### src/rtl/condEvalPkg.sv
package condEvalPkg;
  localparam int CondWidth = 4;
  localparam int FlagCount = 4;
  localparam int PairCount = 1 << (CondWidth - 1);

  typedef enum logic [CondWidth-1:0] {
    COND_EQ = 4'b0000, COND_NE = 4'b0001,
    COND_CS = 4'b0010, COND_CC = 4'b0011,
    COND_MI = 4'b0100, COND_PL = 4'b0101,
    COND_VS = 4'b0110, COND_VC = 4'b0111,
    COND_HI = 4'b1000, COND_LS = 4'b1001,
    COND_GE = 4'b1010, COND_LT = 4'b1011,
    COND_GT = 4'b1100, COND_LE = 4'b1101,
    COND_AL = 4'b1110, COND_XX = 4'b1111
  } condCodeT;

  // flag vector layout: [3]=N [2]=Z [1]=C [0]=V
  localparam int FlagN = 3;
  localparam int FlagZ = 2;
  localparam int FlagC = 1;
  localparam int FlagV = 0;

  typedef struct packed {
    logic load;
    logic clear;
  } ctrlStrobeT;
endpackage

### src/rtl/condEvalCtrl.sv
module condEvalCtrl
  import condEvalPkg::*;
(
  input  logic       rst,
  input  logic       valid,
  output ctrlStrobeT strobe
);
  always_comb begin
    strobe.clear = rst;
    strobe.load  = valid && !rst;
  end
endmodule

### src/rtl/condEvalPath.sv
module condEvalPath
  import condEvalPkg::*;
(
  input  logic                 clk,
  input  ctrlStrobeT           strobe,
  input  logic [CondWidth-1:0] cond,
  input  logic [FlagCount-1:0] flags,
  output logic                 pass,
  output logic                 illegal
);
  // Each even code holds the positive predicate; the odd code is its inverse.
  function automatic logic pairBase(input int idx, input logic [FlagCount-1:0] f);
    logic nEqV;
    nEqV = (f[FlagN] == f[FlagV]);
    case (idx)
      0:       return f[FlagZ];
      1:       return f[FlagC];
      2:       return f[FlagN];
      3:       return f[FlagV];
      4:       return f[FlagC] && !f[FlagZ];
      5:       return nEqV;
      6:       return !f[FlagZ] && nEqV;
      default: return 1'b1;
    endcase
  endfunction

  logic [PairCount-1:0] pairHit;

  for (genvar p = 0; p < PairCount; p++) begin : g_pair
    assign pairHit[p] = pairBase(p, flags);
  end

  logic passNext;
  logic illegalNext;

  always_comb begin
    illegalNext = &cond;
    passNext    = pairHit[cond[CondWidth-1:1]] ^ cond[0];
  end

  always_ff @(posedge clk) begin
    if (strobe.clear) begin
      pass    <= 1'b0;
      illegal <= 1'b0;
    end else if (strobe.load) begin
      pass    <= passNext;
      illegal <= illegalNext;
    end
  end

  a_r1_reset_clears: assert property (@(posedge clk)
    strobe.clear |=> (!pass && !illegal));

  a_r2_hold_idle: assert property (@(posedge clk) disable iff (strobe.clear)
    !strobe.load |=> ($stable(pass) && $stable(illegal)));

  a_r3_equal: assert property (@(posedge clk) disable iff (strobe.clear)
    (strobe.load && cond == COND_EQ) |=> (pass == $past(flags[FlagZ])));

  a_r5_higher: assert property (@(posedge clk) disable iff (strobe.clear)
    (strobe.load && cond == COND_HI && flags[FlagZ]) |=> !pass);

  a_r7_greater: assert property (@(posedge clk) disable iff (strobe.clear)
    (strobe.load && cond == COND_GT && (flags[FlagN] != flags[FlagV])) |=> !pass);

  a_r8_always: assert property (@(posedge clk) disable iff (strobe.clear)
    (strobe.load && cond == COND_AL) |=> (pass && !illegal));

  a_r9_reserved: assert property (@(posedge clk) disable iff (strobe.clear)
    (strobe.load && cond == COND_XX) |=> (illegal && !pass));

  a_r10_exclusive: assert property (@(posedge clk)
    !(pass && illegal));
endmodule

### src/rtl/condEvaluator.sv
module condEvaluator
  import condEvalPkg::*;
(
  input  logic       clk,
  input  logic       rst,
  input  logic       valid,
  input  logic [3:0] cond,
  input  logic       flagN,
  input  logic       flagZ,
  input  logic       flagC,
  input  logic       flagV,
  output logic       pass,
  output logic       illegal
);
  ctrlStrobeT strobe;
  logic [FlagCount-1:0] flags;

  assign flags = {flagN, flagZ, flagC, flagV};

  condEvalCtrl i_ctrl (
    .rst    (rst),
    .valid  (valid),
    .strobe (strobe)
  );

  condEvalPath i_path (
    .clk     (clk),
    .strobe  (strobe),
    .cond    (cond),
    .flags   (flags),
    .pass    (pass),
    .illegal (illegal)
  );
endmodule

### config.mk
export PLATFORM = sky130hd
export DESIGN_NAME = condEvaluator
export DESIGN_NICKNAME = d
export VERILOG_FILES = /design/src/rtl/condEvalPkg.sv /design/src/rtl/condEvalCtrl.sv /design/src/rtl/condEvalPath.sv /design/src/rtl/condEvaluator.sv
export SDC_FILE = /design/constraint.sdc
export NUM_CORES = 1
export LEC_CHECK = 0
export BUFFER_PORTS_ARGS = -buffer_cell sky130_fd_sc_hd__buf_2
export CELL_PAD_IN_SITES_DETAIL_PLACEMENT = 1
export CELL_PAD_IN_SITES_GLOBAL_PLACEMENT = 1
export CORE_AREA = 2 2 39 41
export CTS_CLUSTER_DIAMETER = 200
export CTS_CLUSTER_SIZE = 30
export DETAILED_ROUTE_END_ITERATION = 8
export DIE_AREA = 0 0 41 43
export PLACE_DENSITY = 0.55
export SYNTH_ARGS = -nofsm -noshare
export SYNTH_HDL_FRONTEND = slang
export SYNTH_SLANG_ARGS = --single-unit
### constraint.sdc
create_clock -name clk -period 1 [get_ports clk]
set_input_delay 0.1 -clock clk [delete_from_list [all_inputs] [get_ports clk]]
set_output_delay 0.1 -clock clk [all_outputs]
set_load 0.05 [all_outputs]
* After elaboration in Yosys (flattened, before gate mapping) *
Index checks and enable logic that the tools add are counted.

word-level totals
  flip-flop bits (word level) = 2
  input bits = 11
  output and inout bits = 2
  word-level logic and storage cells = 13

cells by class
  magnitude comparators = 1
  equality and inequality tests = 1
  mux-type cells = 2
  bitwise operators = 1
  reductions and logical operators = 6

operator list
  operator            count
  $lt 3x4->1 const B  1
  $reduce_and 4->1    1
  $bmux 1 s3          1
  $logic_and 1x1->1   3
  $logic_not 1->1     2
  $eq 1x1->1          1
  $mux 1              1
  $xor 1x1->1         1

* Depth between registers and ports, before layout *
Gate-level depths: netlist of run 1.

  word-level depth = 5
  gate-level depth with buffers = 4

* Cells and area by module *
Synthesis of run 1 repeated with hierarchy kept, for this count alone.

unflattened totals
  cells, all modules = 23
  area total of the unflattened synthesis = 205.2 um2

modules (own cells, without submodules)
  module        times used  cells an instance  area each (um2)  sequential area each (um2)
  condEvalPath  1           21                 183.9            40.0
  condEvalCtrl  1           2                  21.3             0.0

* Least setup slack after synthesis of run 1 *
OpenSTA, ideal clock, no wires.

  path kind = reg-to-reg
  start point = register i_path.pass (netlist name)
  end point = register i_path.pass
  library setup time = 0.063 ns
  data arrival time = 1.041 ns
  required time = 0.937 ns
  slack = -0.105 ns
  stages on the path, launching flop included = 4
  period minus slack after synthesis = 1.105 ns
  cells stage by stage = dfxtp_1 -> inv_1 -> o32ai_1 -> nand3b_1

RTL lines
  element                 line                text
  end signal: assignment  condEvalPath.sv:46  pass <= passNext;
  end: declaration        condEvalPath.sv:8   output logic pass,

* Worst setup path in the final report of run 1 *
  start point = input port valid
  end point = register i_path.pass

between the ends
  longest elaborated chain between the ends = 1

RTL lines
  element             line                text
  start: declaration  condEvaluator.sv:6  input logic valid,
  $logic_and 1x1->1   condEvalCtrl.sv:10  strobe.load = valid && !rst;

Every way passes these cells.
A chain may end at the register's enable or synchronous reset.

==> flow_metrics.py, run 1 <==
metrics = {
    "status": {
        "run_status": "finished, final reports clean",
    },
    "critical_path": {
        "crit_type": "in2reg",
        "cp.required_ns": 1.15,
        "critPathMaxFanout": 2,
        "r2r_end": "i_path.pass$_SDFFE_PP0P_",
        "ff2ff_path_depth": 3,
        "cp.arrival_ns": 1.10,
        "end_kind": "register",
        "r2r_start": "i_path.pass$_SDFFE_PP0P_",
        "cp-start-kind": "input port",
        "regToRegSetupSlack_ns": 0.22,
    },
    "grt": {
        "grt_usage": 0.0839,
        "antenna_found_initial": 0,
        "first_global_vias": 257,
        "grt_overflow": 0,
        "grt_pass1_wl_um": 1010,
        "grt_start_max_net_pins": 6,
    },
    "power_and_ir_drop": {
        "powerDensity_mw_per_mm2": 1070,
        "p_leak_nw": 0.163,
        "fin_total_pwr_uw": 384,
        "vdd_drop_max_v": 0.000170,
    },
    "timing": {
        "tightest_slew_ns": 0.364,
        "hold_viol_final": 0,
        "finClkSkew_ns": 0,
        "postLayoutSetupSlackWorst_ns": 0.0538,
        "max-slew-margin-rel": 0.754,
        "post-route-period-util": 0.946,
        "rsz0062_at_grt": "false",
        "fin_crit_ns": 0.946,
        "max_freq_mhz": 1060,
        "setup_viol": 0,
        "final_max_slew_viol_count": 0,
    },
    "route": {
        "finalWirelength_um": 632,
        "drc": 0,
        "drt_iter0_drc": 2,
        "drt-pass1-iter-count": 2,
        "viasPerCell": 4.35,
        "dr_total_vias": 274,
        "ant_nets": 0,
        "wl_per_cell_um": 10.0,
    },
    "placement": {
        "post_dp_cell_area_sq_um": 332,
        "routabilityCongestion": 0.617,
        "place_hpwl_um": 512,
        "place_ws_ns": -0.184,
        "port_buffers": 12,
    },
    "yosys": {
        "synth_top_cells_by_count": "nor2_1 (3), dfxtp_1 (2), mux2_2 (2), nor3b_1 (2), o311ai_0 (2)",
        "ys_warn_count": 0,
        "synth-seq-cells": 2,
        "syn_area_sq_um": 198,
        "yosysTopAreaCellShare": 0.203,
        "synthArstFlopShare": 0,
        "synth.most_common_cell": "nor2_1",
        "ys_types": 19,
        "synth_ff_type": "dfxtp_1",
        "synth_edf_count": 0,
        "syn_nets": 36,
        "post-synth-top-area-cell": "dfxtp_1",
        "synthesis.instances": 25,
        "ys_seq_area_frac": 0.203,
        "syn_avg_cell_area_sq_um": 7.91,
        "yosys-top-cells-area": "dfxtp_1 (20%), mux2_2 (11%), o311ai_0 (8.9%)",
    },
    "clocking": {
        "cts_buffers": 3,
        "clock_sinks": 2,
        "cts_hold_buffers": 0,
        "cts_tree": "yes",
        "path_clk_slew_ns": 0.03,
        "clk_latency_ns": 0.22,
        "cts_max_level": 1,
        "cts_resized": 0,
        "cts_setup_buffers": 0,
        "clockRootBuffer": "clkbuf_4",
        "cts.path.max_buffers": 2,
    },
    "floorplanning": {
        "coreArea_sq_mm": 0.00138,
        "rows": 14,
        "io_pins": 13,
        "die_y_um": 43,
        "die_x_um": 41,
        "die-area_sq_mm": 0.00176,
        "start_util": 0.143,
    },
    "layout": {
        "fill_cells": 175,
        "num_antenna_cells": 0,
        "area_delta_synth_final_pct": 81.6,
        "stdcell_area_sq_um": 359,
        "final_util": 0.259,
        "drive_gt1_frac": 0.574,
        "finalNetCount": 60,
        "regArea_sq_um": 41.3,
        "multiInputGateArea_sq_um": 155,
    },
    "min_path": {
        "holdPathStages": 3,
        "min_from": "rst",
        "holdPathEnd": "i_path.illegal$_SDFFE_PP0P_",
        "hold_class": "in2reg",
    },
    "flow_run": {
        "drv_cap": 0,
    },
}
## layout make-up
type	count	share of cell area
Clock buffer	3	0.0627
Inverter	2	0.0209
Multi-Input combinational cell	21	0.432
Sequential cell	2	0.115
Tap cell	16	0.0557
Timing Repair Buffer	19	0.314
## placed cells by master, fill, tap and decap left out, types with 2 or more instances in the layout
cell      count
clkbuf_4      3
o311ai_0      2
mux2_2        2
nor3b_1       2
buf_4         7
nor2_1        3
buf_2        12
## metrics by stage
step,instances,hold WS (ns),setup TNS (ns)
after floorplan,25,0.172,-0.0262
after global placement,60,0.388,-0.186
after detailed placement,60,0.387,-0.184
after CTS,63,0.161,0
after global routing,63,0.181,0
final,63,0.170,0
## worst max-delay path by stage
stage | start | endpoint | slack [ns] | cells after the start
after detailed placement | cond[2] | i_path.pass$_SDFFE_PP0P_ | -0.18 | 5
final | valid | i_path.pass$_SDFFE_PP0P_ | 0.05 | 5
after global placement | cond[2] | i_path.pass$_SDFFE_PP0P_ | -0.19 | 5
after global routing | valid | i_path.pass$_SDFFE_PP0P_ | 0.02 | 5
after CTS | cond[2] | i_path.pass$_SDFFE_PP0P_ | 0.05 | 5
after floorplan | valid | i_path.pass$_SDFFE_PP0P_ | -0.03 | 4
## flip-flops by register name (all words and copies together), names as in the netlist
register and flops:
i_path.illegal 1, i_path.pass 1
## layer usage
metal,track usage,vias up,share of wire
met5,0,-,0
met4,0.0600,0,0
met3,0.00524,0,0.065
met2,0.125,12,0.50
met1,0.108,119,0.44
li1,-,143,-
## report_power, final
| group | switching (mW) | internal [mW] |
|---|---|---|
| registers | 0.00172 | 0.0859 |
| clock network | 0.0442 | 0.132 |
| logic | 0.0600 | 0.0601 |
| total | 0.106 | 0.278 |
## worst max-delay path: stages
cell and delay, ns:
buf_2 0.10, inv_2 0.03, or3_1 0.38, or4_1 0.40, nand3b_1 0.09
## cell families after synthesis
kind of cell	count (synthesis)	synth area share
simple gates	13	0.405
compound gates	5	0.196
mux	2	0.114
flops	2	0.203
buf+inv	2	0.0379
xor+xnor	1	0.0443
(Power assumes the default switching activity.)
==> run 2, diff against run 1 <==
--- a/config.mk
+++ b/config.mk
@@ -13,7 +13,8 @@
 export CTS_CLUSTER_SIZE = 30
 export DETAILED_ROUTE_END_ITERATION = 8
 export DIE_AREA = 0 0 41 43
-export PLACE_DENSITY = 0.55
+export MAX_ROUTING_LAYER = met4
+export PLACE_DENSITY_LB_ADDON = 0.1
 export SYNTH_ARGS = -nofsm -noshare
 export SYNTH_HDL_FRONTEND = slang
 export SYNTH_SLANG_ARGS = --single-unit
==> flow_metrics.py, run 2 (same netlist as run 1, synthesis figures left out) <==
metrics = {
    "route": {
        "top_layer_used": "met4",
        "viasPerCell": 4.49,
        "wl_met3_um": 54,
        "finalWirelength_um": 662,
        "drt-pass1-iter-count": 4,
        "drt_iter0_drc": 4,
        "met1_length_um": 251,
        "route.met2.wl_um": 338,
        "drc": 0,
        "wl_per_cell_um": 10.5,
        "ant_nets": 0,
        "dr_total_vias": 283,
    },
    "critical_path": {
        "critPathMaxFanout": 2,
        "critPathTopFamily": "simple AND/OR/NAND/NOR gates",
        "critPathSlowestCell": "or4_1",
        "cp.arrival_ns": 1.10,
        "cp-start-kind": "input port",
        "worst_path_largest_cell_delay_ns": 0.40,
        "crit_type": "in2reg",
        "end_kind": "register",
        "path_buf_inv": 2,
        "cp.required_ns": 1.16,
        "path_cells": "buf_2, inv_2, or3_1, or4_1, nand3b_1",
    },
    "placement": {
        "place_hpwl_um": 601,
        "port_buffers": 12,
        "routabilityCongestion": 0.635,
        "post_dp_cell_area_sq_um": 332,
    },
    "timing": {
        "max-slew-margin-rel": 0.786,
        "final_max_slew_viol_count": 0,
        "max_freq_mhz": 1060,
        "hold_viol_final": 0,
        "setup_viol": 0,
        "holdWs_ns": 0.147,
        "post-route-period-util": 0.944,
        "tightest_slew_ns": 0.316,
        "fin_crit_ns": 0.944,
        "rsz0062_at_grt": "false",
        "finClkSkew_ns": 0,
    },
    "min_path": {
        "hold_class": "in2reg",
    },
    "layout": {
        "top_regs": "i_path.illegal x1, i_path.pass x1",
        "num_antenna_cells": 0,
        "final_util": 0.259,
        "drive_gt1_frac": 0.574,
        "finalNetCount": 60,
        "most-common-layout-cells": "buf_2 (12), buf_4 (7), nor2_1 (3), clkbuf_4 (3)",
        "fill_cells": 174,
        "area_delta_synth_final_pct": 81.6,
        "final_common_cell": "buf_2",
        "stdcell_area_sq_um": 359,
    },
    "power_and_ir_drop": {
        "power_frac_seq": 0.224,
        "fin_total_pwr_uw": 391,
        "comb_power_share": 0.311,
        "clock_power_share": 0.464,
        "powerDensity_mw_per_mm2": 1090,
        "p_leak_nw": 0.164,
        "intPower_uw": 279,
        "p_switching_uw": 112,
        "switching_share": 0.286,
        "vdd_drop_max_v": 0.000181,
    },
    "flow_run": {
        "drv_cap": 0,
    },
    "clocking": {
        "clk_latency_ns": 0.23,
        "cts_buffers": 3,
        "clock_sinks": 2,
        "cts_tree": "yes",
        "clockRootBuffer": "clkbuf_4",
        "path_clk_slew_ns": 0.03,
        "cts.path.max_buffers": 2,
        "cts_hold_buffers": 0,
        "cts_max_level": 1,
    },
    "grt": {
        "grt_pass1_wl_um": 1170,
        "grt_overflow": 0,
        "first_global_vias": 295,
        "antenna_found_initial": 0,
        "grt_start_max_net_pins": 6,
        "grt_usage": 0.103,
    },
    "floorplanning": {
        "die-area_sq_mm": 0.00176,
        "die_x_um": 41,
        "coreArea_sq_mm": 0.00138,
        "rows": 14,
        "io_pins": 13,
        "start_util": 0.143,
        "die_y_um": 43,
    },
    "status": {
        "run_status": "finished, final reports clean",
    },
}
## run 2: final timing paths
path,slack [ns],startpoint,to,cells past startpoint
setup / recovery,0.06,valid,i_path.pass$_SDFFE_PP0P_,5
hold / removal,0.15,rst,i_path.illegal$_SDFFE_PP0P_,3
setup reg to reg,0.23,i_path.pass$_SDFFE_PP0P_,i_path.pass$_SDFFE_PP0P_,3
hold reg to reg,0.49,i_path.illegal$_SDFFE_PP0P_,i_path.illegal$_SDFFE_PP0P_,2
## run 2: worst reg2reg max path, delay by kind of cell, from the launching register on
kind / cells / cell delay, ns
and+or+nand+nor: 1 / 0.13
buffers and inverters: 1 / 0.03
AOI/OAI and AO/OA: 1 / 0.24
DFF: 1 / 0.31
## run 2: per-stage QoR
stage / instances / TNS, ns / setup WS [ns]
6_report: 63 / 0 / 0.0556
5_1_grt: 63 / 0 / 0.000584
4_1_cts: 63 / 0 / 0.0165
3_5_place_dp: 60 / -0.224 / -0.224
3_3_place_gp: 60 / -0.200 / -0.200
2_1_floorplan: 25 / -0.0262 / -0.0262
## run 2: power by group through the flow
stage | sequential [mW] | combinational [mW] | clock [mW]
6_report | 0.0876 | 0.122 | 0.181
5_1_grt | 0.0883 | 0.136 | 0.213
4_1_cts | 0.0878 | 0.119 | 0.190
3_5_place_dp | 0.0887 | 0.119 | 0
3_3_place_gp | 0.0887 | 0.116 | 0
2_1_floorplan | 0.105 | 0.0375 | 0
## run 2: area by class of cell
cell class              instances  area (sq um)  share of cell area
clock buffers                   3          22.5              0.0627
flip-flops and latches          2          41.3               0.115
inverters                       2          7.51              0.0209
multi-input cells              21           155               0.432
repair buffers                 19           113               0.314
well taps                      16          20.0              0.0557
## run 2: repair_timing
action / 4_1_cts / 5_1_grt
resized for setup: 0 / 2
setup buffers: 0 / 0
endpoints found under the setup margin: 0 / 1
## run 2: routing by layer
layer  track usage  vias to the layer above
li1              -                      140
met2         0.150                       13
met3        0.0157                        2
met5             -                        -
met4        0.0800                        0
met1         0.120                      128
==> run 3, diff against run 2 <==
--- a/config.mk
+++ b/config.mk
@@ -13,7 +13,6 @@
 export CTS_CLUSTER_SIZE = 30
 export DETAILED_ROUTE_END_ITERATION = 8
 export DIE_AREA = 0 0 41 43
-export MAX_ROUTING_LAYER = met4
 export PLACE_DENSITY_LB_ADDON = 0.1
 export SYNTH_ARGS = -nofsm -noshare
 export SYNTH_HDL_FRONTEND = slang
==> constraint.sdc (replaced) <==
create_clock -name clk -period 1.2 [get_ports clk]
set_input_delay 0.12 -clock clk [delete_from_list [all_inputs] [get_ports clk]]
set_output_delay 0.12 -clock clk [all_outputs]
set_load 0.05 [all_outputs]
==> flow_metrics.py, run 3 (same netlist as run 1, synthesis figures left out) <==
metrics = {
    "status": {
        "run_status": "finished, final reports clean",
    },
    "layout": {
        "final_cell_count_no_fill": 59,
        "area_delta_synth_final_pct": 63.3,
        "num_antenna_cells": 0,
        "top_regs": "i_path.illegal x1, i_path.pass x1",
        "drive_gt1_frac": 0.488,
        "most-common-layout-cells": "buf_2 (12), nor2_1 (3), clkbuf_4 (3), buf_4 (3)",
        "finalNetCount": 56,
        "final_util": 0.233,
        "stdcell_area_sq_um": 323,
        "final_common_cell": "buf_2",
    },
    "critical_path": {
        "cp-start-kind": "input port",
        "critPathTopFamily": "compound AO/OA/AOI/OAI gates",
        "end_kind": "register",
        "r2r_end": "i_path.pass$_SDFFE_PP0P_",
        "path_cells": "buf_2, mux2_2, a22oi_1, o32ai_1, nand3b_1",
        "regToRegSetupSlack_ns": 0.41,
        "critPathMaxFanout": 4,
        "cp.arrival_ns": 1.09,
        "ff2ff_path_depth": 3,
        "crit_type": "in2reg",
        "cp.required_ns": 1.29,
        "path_buf_inv": 1,
        "worst_path_largest_cell_delay_ns": 0.33,
        "r2r_start": "i_path.pass$_SDFFE_PP0P_",
        "critPathSlowestCell": "mux2_2",
    },
    "grt": {
        "grt_start_max_net_pins": 8,
        "grt_overflow": 0,
        "grt_pass1_wl_um": 945,
        "grt_usage": 0.0840,
        "antenna_found_initial": 0,
        "first_global_vias": 240,
    },
    "power_and_ir_drop": {
        "vdd_drop_max_v": 0.000225,
        "clock_power_share": 0.476,
        "intPower_uw": 222,
        "p_switching_uw": 82.8,
        "p_leak_nw": 0.143,
        "power_frac_seq": 0.238,
        "switching_share": 0.272,
        "comb_power_share": 0.286,
        "powerDensity_mw_per_mm2": 944,
    },
    "floorplanning": {
        "die_x_um": 41,
        "io_pins": 13,
        "die-area_sq_mm": 0.00176,
        "rows": 14,
        "coreArea_sq_mm": 0.00138,
        "die_y_um": 43,
        "start_util": 0.143,
    },
    "timing": {
        "max_freq_mhz": 1000,
        "hold_viol_final": 0,
        "rsz0062_at_grt": "false",
        "holdWs_ns": 0.107,
        "max-slew-margin-rel": 0.710,
        "postLayoutSetupSlackWorst_ns": 0.200,
        "final_max_slew_viol_count": 0,
        "tightest_slew_ns": 0.430,
        "post-route-period-util": 0.833,
        "finClkSkew_ns": 0,
        "setup_viol": 0,
        "fin_crit_ns": 1.00,
    },
    "min_path": {
        "min_from": "rst",
        "holdPathStages": 2,
        "holdPathEnd": "i_path.illegal$_SDFFE_PP0P_",
        "hold_class": "in2reg",
    },
    "clocking": {
        "cts.path.max_buffers": 2,
        "cts_resized": 0,
        "clk_latency_ns": 0.22,
        "cts_tree": "yes",
        "cts_setup_buffers": 0,
        "clockRootBuffer": "clkbuf_4",
        "path_clk_slew_ns": 0.03,
        "cts_max_level": 1,
        "cts_buffers": 3,
        "cts_hold_buffers": 0,
        "clock_sinks": 2,
    },
    "placement": {
        "routabilityCongestion": 0.607,
        "port_buffers": 12,
        "post_dp_cell_area_sq_um": 300,
        "place_ws_ns": -0.0400,
        "dp_cells": 56,
    },
    "route": {
        "drt-pass1-iter-count": 2,
        "viasPerCell": 4.47,
        "ant_nets": 0,
        "finalWirelength_um": 588,
        "dr_total_vias": 264,
        "wl_per_cell_um": 9.97,
        "drt_iter0_drc": 1,
        "drc": 0,
    },
    "flow_run": {
        "drv_cap": 0,
    },
}
[run 3: metrics by stage]
stage                     TNS (ns)  total power, mW
after floorplan                  0            0.118
after global placement     -0.0268            0.160
after detailed placement   -0.0400            0.161
after CTS                        0            0.317
after global routing             0            0.327
final                            0            0.305
[run 3: how the worst max path moves through the flow]
stage	endpoint	from	cells past startpoint
final	i_path.pass$_SDFFE_PP0P_	cond[2]	5
after global routing	i_path.pass$_SDFFE_PP0P_	cond[2]	5
after CTS	i_path.pass$_SDFFE_PP0P_	cond[2]	5
after detailed placement	i_path.pass$_SDFFE_PP0P_	cond[2]	5
after global placement	i_path.pass$_SDFFE_PP0P_	cond[2]	5
after floorplan	i_path.pass$_SDFFE_PP0P_	i_path.pass$_SDFFE_PP0P_	3
[run 3: layout make-up]
type / instances / area [sq um]
tap: 16 / 20.0
clock buffer: 3 / 22.5
multi-input combinational: 21 / 150
timing repair buffer: 15 / 82.6
sequential: 2 / 40.0
inverter: 2 / 7.51
fill: 189 / 1060
[run 3: power groups by stage]
stage	Combinational, mW	Clock [mW]	Sequential, mW
final	0.0871	0.145	0.0725
after global routing	0.0974	0.156	0.0729
after CTS	0.0880	0.157	0.0725
after detailed placement	0.0877	0	0.0734
after global placement	0.0866	0	0.0733
after floorplan	0.0313	0	0.0870
[run 3: per-layer routing]
metal | global-route usage | vias up | share of wire
met5 | 0 | - | 0
met2 | 0.119 | 11 | 0.45
met1 | 0.0889 | 119 | 0.45
li1 | - | 134 | -
met4 | 0.100 | 0 | 0
met3 | 0.0157 | 0 | 0.11
